<file path="src/rtl/irl_pkg.sv">
package irl_pkg;

    typedef enum logic [1:0] {
        ST_IDLE   = 2'd0,
        ST_REQ    = 2'd1,
        ST_SERVED = 2'd2,
        ST_SWITCH = 2'd3
    } irl_state_e;

endpackage

</file>
<file path="src/rtl/irl_sync_filter.sv">
module irl_sync_filter #(
    parameter int LVL_W = 4
) (
    input  logic             clk,
    input  logic             rst_n,
    input  logic [LVL_W-1:0] pin_lvl,
    output logic [LVL_W-1:0] lvl_q
);

    logic [LVL_W-1:0] meta_q;
    logic [LVL_W-1:0] sync_q;
    logic [LVL_W-1:0] prev_q;
    logic             steady;

    // two samples in a row agree
    assign steady = (sync_q == prev_q);

    always_ff @(posedge clk or negedge rst_n) begin
        if (!rst_n) begin
            meta_q <= '0;
            sync_q <= '0;
            prev_q <= '0;
            lvl_q  <= '0;
        end else begin
            meta_q <= pin_lvl;
            sync_q <= meta_q;
            prev_q <= sync_q;
            if (steady) begin
                lvl_q <= sync_q;
            end
        end
    end

endmodule

</file>
<file path="src/rtl/irl_source_decode.sv">
module irl_source_decode #(
    parameter int                 LVL_W    = 4,
    parameter int                 VEC_W    = 12,
    parameter logic [VEC_W-1:0]   VEC_BASE = 12'h200,
    parameter logic [VEC_W-1:0]   VEC_STEP = 12'h020,
    localparam int                NUM_SRC  = (1 << LVL_W) - 1
) (
    input  logic               valid,
    input  logic [LVL_W-1:0]   act_lvl,
    output logic [NUM_SRC-1:0] pending,
    output logic [VEC_W-1:0]   vec_code,
    output logic [LVL_W-1:0]   prio
);

    logic [LVL_W-1:0] src_idx;

    // highest level maps to source 0
    assign src_idx = act_lvl ^ {LVL_W{1'b1}};

    for (genvar g = 0; g < NUM_SRC; g++) begin : g_src
        assign pending[g] = valid && (src_idx == LVL_W'(g));
    end

    always_comb begin
        if (valid) begin
            vec_code = VEC_BASE + (VEC_W'(src_idx) * VEC_STEP);
            prio     = act_lvl;
        end else begin
            vec_code = '0;
            prio     = '0;
        end
    end

endmodule

</file>
<file path="src/rtl/irl_level_decoder.sv">
module irl_level_decoder
    import irl_pkg::*;
#(
    parameter int               LVL_W    = 4,
    parameter int               VEC_W    = 12,
    parameter logic [VEC_W-1:0] VEC_BASE = 12'h200,
    parameter logic [VEC_W-1:0] VEC_STEP = 12'h020
) (
    input  logic                      clk,
    input  logic                      rst_n,
    input  logic [LVL_W-1:0]          irl_in,
    input  logic                      grp_en,
    input  logic                      irq_ack,
    output logic [(1 << LVL_W)-2:0]   src_pending,
    output logic                      irq_req,
    output logic [VEC_W-1:0]          irq_vec,
    output logic [LVL_W-1:0]          irq_prio
);

    localparam int NUM_SRC = (1 << LVL_W) - 1;

    irl_state_e       state_q, state_d;
    logic [LVL_W-1:0] lvl_q;
    logic [LVL_W-1:0] act_q, act_d;
    logic             en_q;
    logic             lvl_ok;
    logic             active;

    irl_sync_filter #(
        .LVL_W (LVL_W)
    ) u_filter (
        .clk     (clk),
        .rst_n   (rst_n),
        .pin_lvl (irl_in),
        .lvl_q   (lvl_q)
    );

    always_ff @(posedge clk or negedge rst_n) begin
        if (!rst_n) begin
            en_q <= 1'b0;
        end else begin
            en_q <= grp_en;
        end
    end

    assign lvl_ok = en_q && (lvl_q != '0);

    // state register
    always_ff @(posedge clk or negedge rst_n) begin
        if (!rst_n) begin
            state_q <= ST_IDLE;
            act_q   <= '0;
        end else begin
            state_q <= state_d;
            act_q   <= act_d;
        end
    end

    // next-state logic
    always_comb begin
        state_d = state_q;
        act_d   = act_q;
        unique case (state_q)
            ST_IDLE: begin
                if (lvl_ok) begin
                    state_d = ST_REQ;
                    act_d   = lvl_q;
                end
            end
            ST_REQ: begin
                if (!lvl_ok)             state_d = ST_IDLE;
                else if (lvl_q != act_q) state_d = ST_SWITCH;
                else if (irq_ack)        state_d = ST_SERVED;
            end
            ST_SERVED: begin
                if (!lvl_ok)             state_d = ST_IDLE;
                else if (lvl_q != act_q) state_d = ST_SWITCH;
            end
            ST_SWITCH: begin
                act_d   = lvl_q;
                state_d = lvl_ok ? ST_REQ : ST_IDLE;
            end
            default: state_d = ST_IDLE;
        endcase
    end

    // output logic
    always_comb begin
        active  = en_q && ((state_q == ST_REQ) || (state_q == ST_SERVED));
        irq_req = active;
    end

    irl_source_decode #(
        .LVL_W    (LVL_W),
        .VEC_W    (VEC_W),
        .VEC_BASE (VEC_BASE),
        .VEC_STEP (VEC_STEP)
    ) u_decode (
        .valid    (active),
        .act_lvl  (act_q),
        .pending  (src_pending),
        .vec_code (irq_vec),
        .prio     (irq_prio)
    );

    // the bundle never holds two pending sources
    assert_single_source_R5: assert property (@(posedge clk) disable iff (!rst_n)
        $onehot0(src_pending));

    // vector code follows the reported priority
    assert_vec_map_R3: assert property (@(posedge clk) disable iff (!rst_n)
        irq_req |-> (irq_vec == VEC_BASE + (VEC_W'(irq_prio ^ {LVL_W{1'b1}}) * VEC_STEP)));

    // an accepted zero level withdraws the request
    assert_zero_level_R4: assert property (@(posedge clk) disable iff (!rst_n)
        (lvl_q == '0) |=> !irq_req);

    // a disabled group raises nothing on the next cycle
    assert_disable_quiet_R8: assert property (@(posedge clk) disable iff (!rst_n)
        !grp_en |=> (!irq_req && (src_pending == '0)));

    // acknowledge leaves a held level pending
    assert_ack_keeps_R9: assert property (@(posedge clk) disable iff (!rst_n)
        (state_q == ST_REQ && irq_ack && lvl_q == act_q && lvl_q != '0 && en_q && grp_en)
            |=> irq_req);

    // vector and priority hold while the request stays up
    assert_stable_out_R10: assert property (@(posedge clk) disable iff (!rst_n)
        irq_req |=> (!irq_req || ($stable(irq_vec) && $stable(irq_prio))));

endmodule

</file>
<file path="config.mk">
export PLATFORM = sky130hd
export DESIGN_NAME = irl_level_decoder
export DESIGN_NICKNAME = d
export VERILOG_FILES = /design/src/rtl/irl_pkg.sv /design/src/rtl/irl_sync_filter.sv /design/src/rtl/irl_source_decode.sv /design/src/rtl/irl_level_decoder.sv
export SDC_FILE = /design/constraint.sdc
export NUM_CORES = 1
export LEC_CHECK = 0
export BUFFER_PORTS_ARGS = -buffer_cell sky130_fd_sc_hd__buf_2
export CELL_PAD_IN_SITES_DETAIL_PLACEMENT = 0
export CELL_PAD_IN_SITES_GLOBAL_PLACEMENT = 1
export CORE_MARGIN = 4
export CORE_UTILIZATION = 35
export DETAILED_ROUTE_END_ITERATION = 6
export GPL_TIMING_DRIVEN = 0
export PLACE_DENSITY = 0.74
export SLEW_MARGIN = 20
export SYNTH_ARGS = -nofsm -noshare
export SYNTH_HDL_FRONTEND = slang
export SYNTH_HIERARCHICAL = 1
export SYNTH_SLANG_ARGS = --single-unit
export TNS_END_PERCENT = 50
</file>
<file path="constraint.sdc">
create_clock -name clk -period 2.1 [get_ports clk]
set_input_delay 0.315 -clock clk [delete_from_list [all_inputs] [get_ports clk]]
set_output_delay 0.315 -clock clk [all_outputs]
set_load 0.01 [all_outputs]
</file>
==> metrics.md <==
| Metric | Value |
|---|---|
| Clock Power Share | 13.7% |
| Netlist cell types | 30 |
| Root buffer cell | clkbuf_8 |
| Nets | 167 |
| Most frequent cells in the layout | 32 x buf_2, 23 x dfrtp_1, 14 x buf_4, 8 x xnor2_1, 8 x mux2_2 |
| Cts hold-fix bufs | 0 |
| Register area share after synthesis | between 40% and 50% |
| Fin Hold WS | 0.006276 ns |
| Num CTS Buffers | 3 |
| Complex-gate fraction of the synthesized area | roughly 3.6% |
| Vias in the first global route | 840 |
| Async S/R FF share, synth | 100.0% |
| Layout Area Growth over Synthesis | 26.15% |
| Gpl congestion | 0.7775 |
| Peak supply drop | between 0.4 and 0.5 mV |
| Proportion of synthesized area in mux cells | between 10% and 20% |
| Filler Cells Inserted | 346 |
| I/O Pins | 40 |
| Post-synth EDFFs | 0 |
| Total number of vias | 903 |
| Worst setup SP type | flip-flop |
| Post-DP HPWL | about 1800 µm |
| Global route total overflow | 0 |
| Lkg Pwr | 0.7761 nW |
| Sw frac | 41.31% |
| Vias/cell | ~4.5 |
| Wire length per cell | 12.08 µm |
| Fmax | 494.0 MHz |
| Clk_lat worst skew | between 0.2 and 0.3 ns |
| Max clock buf depth | 2 |
| Largest family of logic cells by synthesized area | simple AND/OR/NAND/NOR gates |
| PwrDens | approximately 1200 mW/mm² |
| Critical Path RT | 1.78 ns |
| DP Area | ~0.0015 mm² |
| Worst-margin pin slew | 0.5747 ns |
| Initial DRC Count | 28 |
| Worst Hold Class | input port to asynchronous set/reset pin |
| Relative slew slack | between 60% and 70% |
| Max-cap violations | 0 |
| Die area | 0.004696 mm² |
| CTS tree | built |
| Logic pwr share | 52.4% |
| Cell Rows | 21 |
| First-pass GRT wire length | 3822 µm |
| Non-Filler Instances | 199 |
| Simple-gate share of the synthesized area | a little over a fifth |
| Chip Height | just under 70 µm |
| Initial antenna violation count | 0 |
| Hold Violations, Final | 0 |
| Reg power frac | 33.8% |
| H-tree Lvls | 1 |
| Synth warn | 6 |
| Final setup skew | 0.004747 ns |
| Crit path capture type | output pin |
| Xor/xnor cell area share of the yosys netlist | 5.463% |
| Final WL | 2403 µm |
| Largest net degree at the start of global routing | 24 |
| Number of max-slew violations in the final report | 0 |
| Layout cells sized above 1 | 53.59% |
| Int Pwr | between 1 and 1.5 mW |
| Flops & latches, synth | 23 |
| Clock slew at reported path FFs | roughly 0.080 ns |
| Primary FF master, synth | dfrtp_1 |
| DR pass1 iterations | 4 |
| Sw power | 799.5 µW |
| Final setup viols | 0 |
| Die W | about 69 µm |
| Class of the most critical setup path | flip-flop to output pin |
| Post-Syn Instances | 108 |
| Core Region | 0.003442 mm² |
| Status | completed |
| Post-route ant nets | 0 |
| Max FO, Critical Path | 5 |
| Total track usage | 10.83% |
| Commonest non-fill, non-tap cell in the layout | buf_2 |
| Post-layout util | between 40% and 50% |
| N_diodes | 0 |
| Post-route total power | a little under 2 mW |
| Final period util | 96.40% |
| Critical path arrival | about 1.7 ns |
| Syn avg cell area | ~12 µm² |
| DR DRC count | 0 |
| Cell Area, Synth | 0.001282 mm² |
| Post-Layout Inst Area | 0.001618 mm² |
| Clock sinks | 23 |
| Initial Util | 37.26% |
| Tmin final | between 2 and 2.5 ns |
| Post-Synth Adder-Cell Area | under 10% |
| PortBufs | 32 |
| R2R depth | 4 |
| Placed cells | 192 |
==> final timing paths <==
kind | startpoint | to | slack (ns)
setup reg to reg | u_filter/lvl_q[0] | state_q[0] | 0.31
max in group asynchronous | rst_n | u_filter/meta_q[0] | 1.76
hold / removal | rst_n | u_filter/meta_q[3] | 0.006
min in group clk | irl_in[1] | u_filter/meta_q[1] | 0.15
setup / recovery | state_q[0] | irq_prio[2] | 0.08
hold reg to reg | u_filter/meta_q[1] | u_filter/sync_q[1] | 0.35
==> logic make-up after synthesis <==
kind of cell / count (synthesis)
compound gates: 5
flops: 23
simple gates: 37
mux: 11
buf+inv: 18
fa+ha+maj: 5
xor+xnor: 8
other cells: 1
==> Yosys cell counts, drive strengths merged, types with 2 or more instances <==
cell type  instances  area [µm²]
dfrtp             23       575.6
buf               12       93.84
mux2               9       105.1
xnor2              8       70.07
nor2               7       26.28
nor3               7       65.06
inv                6       22.52
ha                 5       62.56
nor4               5       62.56
and2               4       25.02
nor2b              4       25.02
nand2              3       13.77
nand2b             3       21.27
mux2i              2       32.53
nand4              2       18.77
o21ai              2       17.52
==> power groups by stage <==
stage               Clock [mW]  Combinational [mW]  Sequential (mW)
finish                   0.266                1.01            0.655
global route             0.301                1.11            0.672
CTS                      0.275               0.943            0.656
detailed placement           0               0.933            0.665
global placement             0               0.902            0.656
floorplan                    0               0.726            0.635
==> area by class of cell <==
cell class / count / area (µm²) / share of cell area, %
Sequential cell: 23 / 575.6 / 35.58
Inverter: 6 / 22.52 / 1.392
Timing Repair Buffer: 35 / 182.7 / 11.29
Clock inverter: 1 / 5.005 / 0.3094
Buffer: 12 / 93.84 / 5.800
Multi-Input combinational cell: 73 / 639.4 / 39.52
Clock buffer: 3 / 41.29 / 2.552
Tap cell: 46 / 57.56 / 3.558
==> per-layer routing <==
layer | track usage (%) | routed length (µm) | vias up
met1 | 13.98 | 1046 | 419
li1 | - | - | 440
met4 | 6.948 | 55 | 0
met3 | 1.783 | 193 | 6
met5 | 0 | 0 | -
met2 | 16.69 | 1107 | 38
==> registers in the layout, indices dropped and copies added (netlist names) <==
register / count
en_q: 1
state_q: 2
act_q: 4
u_filter/meta_q: 4
u_filter/sync_q: 4
u_filter/prev_q: 4
u_filter/lvl_q: 4
==> critical path, stage by stage (launching register included) <==
cell     delay (ns)
dfrtp_1        0.39
inv_2          0.07
ha_1           0.29
and2_4         0.16
buf_4          0.14
buf_4          0.13
and2_1         0.13
buf_2          0.13
==> through the flow <==
stage | worst slack (ns) | TNS, ns
floorplan | 0.3188 | 0
global placement | 0.1952 | 0
detailed placement | 0.1483 | 0
CTS | 0.02610 | 0
global route | -0.001164 | -0.001164
finish | 0.07557 | 0
==> repair_timing <==
item / CTS / global route
resized for setup: 2 / 5
endpoints found under the setup margin: 14 / 12
gates cloned: 0 / 0
buffers inserted: 0 / 3
Power figures use the tool's default switching activity.
